==> src/rtl/excl_monitor_pkg.sv <==
package excl_monitor_pkg;
  typedef struct packed {
    logic vld;
    logic commit;
    logic xok;
    logic xfail;
  } excl_rsp_t;
endpackage

==> src/rtl/excl_mon_entry.sv <==
module excl_mon_entry #(
  parameter int ADDR_W = 32
) (
  input  logic              clk_i,
  input  logic              rst_ni,
  input  logic              set_i,
  input  logic              clr_i,
  input  logic [ADDR_W-1:0] addr_i,
  output logic              vld_o,
  output logic [ADDR_W-1:0] addr_o
);
  always_ff @(posedge clk_i or negedge rst_ni) begin
    if (!rst_ni) begin
      vld_o  <= 1'b0;
      addr_o <= '0;
    end else if (set_i) begin
      vld_o  <= 1'b1;
      addr_o <= addr_i;
    end else if (clr_i) begin
      vld_o  <= 1'b0;
    end
  end
endmodule

==> src/rtl/excl_mon_rsp.sv <==
module excl_mon_rsp
  import excl_monitor_pkg::*;
(
  input  logic      clk_i,
  input  logic      rst_ni,
  input  excl_rsp_t rsp_d_i,
  output excl_rsp_t rsp_q_o
);
  always_ff @(posedge clk_i or negedge rst_ni) begin
    if (!rst_ni) rsp_q_o <= '0;
    else         rsp_q_o <= rsp_d_i;
  end
endmodule

==> src/rtl/excl_monitor.sv <==
module excl_monitor
  import excl_monitor_pkg::*;
#(
  parameter int ADDR_W   = 32,
  parameter int NUM_DOM  = 4,
  parameter int GRAN_LSB = 3,
  localparam int DOM_W   = (NUM_DOM > 1) ? $clog2(NUM_DOM) : 1
) (
  input  logic              clk_i,
  input  logic              rst_ni,
  input  logic              req_vld_i,
  input  logic              req_wr_i,
  input  logic              req_excl_i,
  input  logic              req_wide_i,
  input  logic [DOM_W-1:0]  req_dom_i,
  input  logic [ADDR_W-1:0] req_addr_i,
  input  logic [2:0]        req_size_i,
  output logic              rsp_vld_o,
  output logic              rsp_commit_o,
  output logic              rsp_xok_o,
  output logic              rsp_xfail_o
);
  logic              excl;
  logic [ADDR_W-1:0] size_mask, addr_al;
  logic [NUM_DOM-1:0] mon_vld, dom_hit, addr_eq, gran_eq, set, clr;
  logic [ADDR_W-1:0] mon_addr [NUM_DOM];
  logic              pass, commit;
  excl_rsp_t         rsp_d, rsp_q;

  // narrow ports never take part in exclusive tracking
  assign excl      = req_excl_i & req_wide_i;
  assign size_mask = {ADDR_W{1'b1}} << req_size_i;
  assign addr_al   = req_addr_i & size_mask;

  for (genvar d = 0; d < NUM_DOM; d++) begin : g_mon
    assign dom_hit[d] = (req_dom_i == DOM_W'(d));
    assign addr_eq[d] = (mon_addr[d] == addr_al);
    assign gran_eq[d] = (mon_addr[d][ADDR_W-1:GRAN_LSB] == req_addr_i[ADDR_W-1:GRAN_LSB]);
    assign set[d]     = req_vld_i & ~req_wr_i & excl & dom_hit[d];
    assign clr[d]     = (req_vld_i & req_wr_i & excl & dom_hit[d]) | (commit & gran_eq[d]);

    excl_mon_entry #(.ADDR_W(ADDR_W)) u_entry (
      .clk_i  (clk_i),
      .rst_ni (rst_ni),
      .set_i  (set[d]),
      .clr_i  (clr[d]),
      .addr_i (addr_al),
      .vld_o  (mon_vld[d]),
      .addr_o (mon_addr[d])
    );
  end

  assign pass   = |(dom_hit & mon_vld & addr_eq);
  assign commit = req_vld_i & req_wr_i & (~excl | pass);

  always_comb begin
    rsp_d.vld    = req_vld_i;
    rsp_d.commit = commit;
    rsp_d.xok    = req_vld_i & excl & (~req_wr_i | pass);
    rsp_d.xfail  = req_vld_i & excl & req_wr_i & ~pass;
  end

  excl_mon_rsp u_rsp (
    .clk_i   (clk_i),
    .rst_ni  (rst_ni),
    .rsp_d_i (rsp_d),
    .rsp_q_o (rsp_q)
  );

  assign rsp_vld_o    = rsp_q.vld;
  assign rsp_commit_o = rsp_q.commit;
  assign rsp_xok_o    = rsp_q.xok;
  assign rsp_xfail_o  = rsp_q.xfail;
endmodule

==> config.mk <==
export PLATFORM = sky130hd
export DESIGN_NAME = excl_monitor
export DESIGN_NICKNAME = d
export VERILOG_FILES = /design/src/rtl/excl_monitor_pkg.sv /design/src/rtl/excl_mon_entry.sv /design/src/rtl/excl_mon_rsp.sv /design/src/rtl/excl_monitor.sv
export SDC_FILE = /design/constraint.sdc
export NUM_CORES = 1
export LEC_CHECK = 0
export ABC_AREA = 0
export BUFFER_PORTS_ARGS = -buffer_cell sky130_fd_sc_hd__buf_4
export CAP_MARGIN = 40
export CORE_MARGIN = 4
export CORE_UTILIZATION = 34
export DETAILED_ROUTE_END_ITERATION = 16
export PLACE_DENSITY = 0.57
export SLEW_MARGIN = 20
export SYNTH_ARGS = -nofsm -noshare
export SYNTH_HDL_FRONTEND = slang
export SYNTH_SLANG_ARGS = --single-unit
==> constraint.sdc <==
create_clock -name clk_i -period 2.2 [get_ports clk_i]
set_input_delay 0.55 -clock clk_i [delete_from_list [all_inputs] [get_ports clk_i]]
set_output_delay 0.55 -clock clk_i [all_outputs]
set_load 0.05 [all_outputs]
==> results.cfg <==
[layout]
final_nets = 900
post_route_cells_drive_above_1_share_pct = 21.0
post_layout_nonfiller_instances = 1140
layout-area-overhead-vs-synth_pct = 24.9
post-route-cell-area_um2 = 8730
n_fill_cell = 1978
antenna_cells = 0

[grt]
antenna_found_initial = 0
first_global_vias = 5505
grt_start_max_net_pins = 49
track_usage_pct = 17.5
grt_remaining_overflow = 0
grt_first_pass_wirelength_um = 30500

[synthesis]
ys.warnings.count = 0
yosys-top-cells-area = sky130_fd_sc_hd__dfrtp_1 49%, sky130_fd_sc_hd__nand2_1 15%, sky130_fd_sc_hd__xor2_1 8.4%
ys_types = 46
syn_area_um2 = 6990
post_synth.cell_area_avg_um2 = 9.00
synth_enable_flop_cells = 0
async_reset_ff_share_pct = 100
syn_nets = 819
synth_ff_type = sky130_fd_sc_hd__dfrtp_1
synthDominantAreaCellType = sky130_fd_sc_hd__dfrtp_1
post_syn_instances = 776
synth_top_area_share_pct = 48.7
ys_seq_area_share_pct = 48.7
synth_seq_cells = 136

[cts]
clock-root-buffer = sky130_fd_sc_hd__clkbuf_16
clk_path_buf_depth = 2
clock_latency_on_the_worst_skew_pair_ps = 420
postCtsSetupBuffers = 0
numClockSinks = 136
cts_tree = done
cts_inserted_buffers = 17
clkTransAtPathRegs_ps = 60
cts.htree.levels = 4

[sta]
fin_crit_sh_pct = 94.4
final.setup_skew_ps = 8.32
hold_viol_final = 0
timing.fmax_mhz = 482
slew_viol_final = 0
final.setup.worst_slack_ps = 123
setup_tns_ps = 0
worstMarginPinSlew_ps = 491
setup_repair_after_global_routing_missed_its_margin = yes
report.final.setup_viol = 0
slew-limit-headroom_pct = 67.3
period_needed_ps = 2080

[power]
peakVddDrop_mv = 0.543
fin_total_pwr_w = 0.00760
power_density_nw_per_um2 = 871
power_leakage_nw = 4.19

[routing]
routed_antenna_nets = 0
drt_pass1_iterations = 7
routed_via_density = 4.79
dr.first_iter.drc_count = 368
detail_route.wirelength_um = 18900
routed_vias = 5456
routedWlPerCell_um = 16.6
drc = 0

[run_status]
run_status = complete, no violations

[worst_setup_path]
setup.reg_to_reg.worst_slack_ps = 140
worstPathArrival_ps = 2410
critPathCaptureType = flop
critical_path.reg2reg.startpoint = g_mon[3].u_entry.addr_o[29]
cp_top_family = simple AND/OR/NAND/NOR gates
crit_path_cell_trace = buf_4 > or4b_4 > xor2_1 > nand4_1 > a2111oi_4 > a22oi_1 > and2_1 > a21oi_1
capture_point_of_the_worst_reg_to_reg_path = u_rsp.rsp_q_o[1]
cp_max_fo = 5
timing.critical_path.required_ps = 2530
critical_path_buf_inv_count = 1
critical_path_class = in2reg
startpoint_type = input port
slowest_delay_ps = 600
critical_path_source = req_size_i[2]
slowest_stage = sky130_fd_sc_hd__or4b_4
worst-r2r-cell-count = 9

[die]
ports = 47
die-width_um = 151
row_count = 52
die-height_um = 151
dieArea_um2 = 22900
core_region_area_um2 = 20200
floorplan.initialDensity_pct = 34.5

[worst_hold_path]
hp-class = in2async

[placed_design]
post-place-ws_ps = -344
place_congestion = 0.987
numPlacedInstances = 1108
detailed_place.area_um2 = 8070
hpwl_um = 13300
port_buffers = 46

[run]
timing.max_cap.violations = 0
area by class of cell:
| cell class | instances | area, µm² | share of cell area [%] |
|---|---|---|---|
| inverters | 4 | 15.0 | 0.172 |
| well taps | 270 | 338 | 3.87 |
| repair buffers | 118 | 952 | 10.9 |
| clock buffers | 22 | 484 | 5.55 |
| multi-input cells | 580 | 3390 | 38.9 |
| flip-flops and latches | 136 | 3400 | 39.0 |
| clock inverters | 10 | 141 | 1.62 |
through the flow:
step                      hold WS, ps  utilization (%)
final                            10.0             43.1
after global routing             30.2             43.1
after CTS                        22.9             43.0
after detailed placement          469             39.9
after global placement            467             39.9
after floorplan                   254                -
worst max path at each step:
stage	to	slack, ps	cells after the start
6_report	u_rsp.rsp_q_o[1]	120	8
3_3_place_gp	u_rsp.rsp_q_o[2]	-310	8
2_1_floorplan	u_rsp.rsp_q_o[2]	10	8
5_1_grt	g_mon[3].u_entry.vld_o	-1	9
4_1_cts	u_rsp.rsp_q_o[1]	50	9
3_5_place_dp	u_rsp.rsp_q_o[2]	-340	8
synth_stat cells, types with 2 or more instances:
cell type / number
sky130_fd_sc_hd__xor2_1: 67
sky130_fd_sc_hd__o2111ai_1: 2
sky130_fd_sc_hd__a31oi_1: 2
sky130_fd_sc_hd__nand4b_1: 2
sky130_fd_sc_hd__nor2_1: 12
sky130_fd_sc_hd__a32oi_1: 2
sky130_fd_sc_hd__dfrtp_1: 136
sky130_fd_sc_hd__o22ai_1: 2
sky130_fd_sc_hd__nand3_1: 10
sky130_fd_sc_hd__nor4_1: 20
sky130_fd_sc_hd__xnor2_1: 56
sky130_fd_sc_hd__a21oi_1: 8
sky130_fd_sc_hd__nand2b_1: 7
sky130_fd_sc_hd__o21ai_0: 40
sky130_fd_sc_hd__buf_2: 4
sky130_fd_sc_hd__a22oi_1: 2
sky130_fd_sc_hd__nor2b_1: 6
sky130_fd_sc_hd__nor3b_1: 3
sky130_fd_sc_hd__nand2_1: 270
sky130_fd_sc_hd__mux2_2: 25
sky130_fd_sc_hd__inv_1: 4
sky130_fd_sc_hd__clkbuf_1: 51
sky130_fd_sc_hd__nand4_1: 19
sky130_fd_sc_hd__nor3_1: 4
metal layers:
| metal | GRT usage, % | wire length [µm] |
|---|---|---|
| met3 | 3.77 | 1050 |
| met2 | 26.7 | 8750 |
| met4 | 4.94 | 208 |
| met1 | 24.9 | 8880 |
| met5 | 0 | 0 |
flip-flops by register name (all words and copies together) (netlist names):
| signal | count |
|---|---|
| g_mon.u_entry.addr_o | 128 |
| g_mon.u_entry.vld_o | 4 |
| u_rsp.rsp_q_o | 4 |
report_power, final:
group	internal (W)	leakage [nW]	total [W]	switching, W
clock	0.00191	0.303	0.00302	0.00111
sequential	0.00293	1.77	0.00324	0.000314
combinational	0.000664	2.12	0.00134	0.000680
cells in the final DEF, fill, tap and decap left out, types with 8 or more instances in the layout:
cell,netlist,layout
sky130_fd_sc_hd__dfrtp_1,136,136
sky130_fd_sc_hd__clkbuf_16,0,17
sky130_fd_sc_hd__xnor2_1,56,56
sky130_fd_sc_hd__nand2_1,270,270
sky130_fd_sc_hd__nand3_1,10,10
sky130_fd_sc_hd__o21ai_0,40,40
sky130_fd_sc_hd__mux2_2,25,25
sky130_fd_sc_hd__a21oi_1,8,8
sky130_fd_sc_hd__buf_4,0,112
sky130_fd_sc_hd__xor2_1,67,67
sky130_fd_sc_hd__nand4_1,19,19
sky130_fd_sc_hd__nor2_1,12,9
sky130_fd_sc_hd__nor4_1,20,18
logic make-up (layout without fill, tap and decap cells):
kind of cell | after synthesis | after routing | share of synthesized area (%)
flops | 136 | 136 | 48.7
xor+xnor | 123 | 123 | 15.4
simple gates | 361 | 361 | 22.2
buf+inv | 60 | 154 | 3.40
compound gates | 70 | 70 | 6.04
mux | 26 | 26 | 4.17
what timing repair did:
item / CTS / global route
gates resized for setup: 0 / 5
hold buffers: 0 / 0
setup endpoints to repair: 0 / 7
No activity file was read; power rests on OpenSTA's default activity.
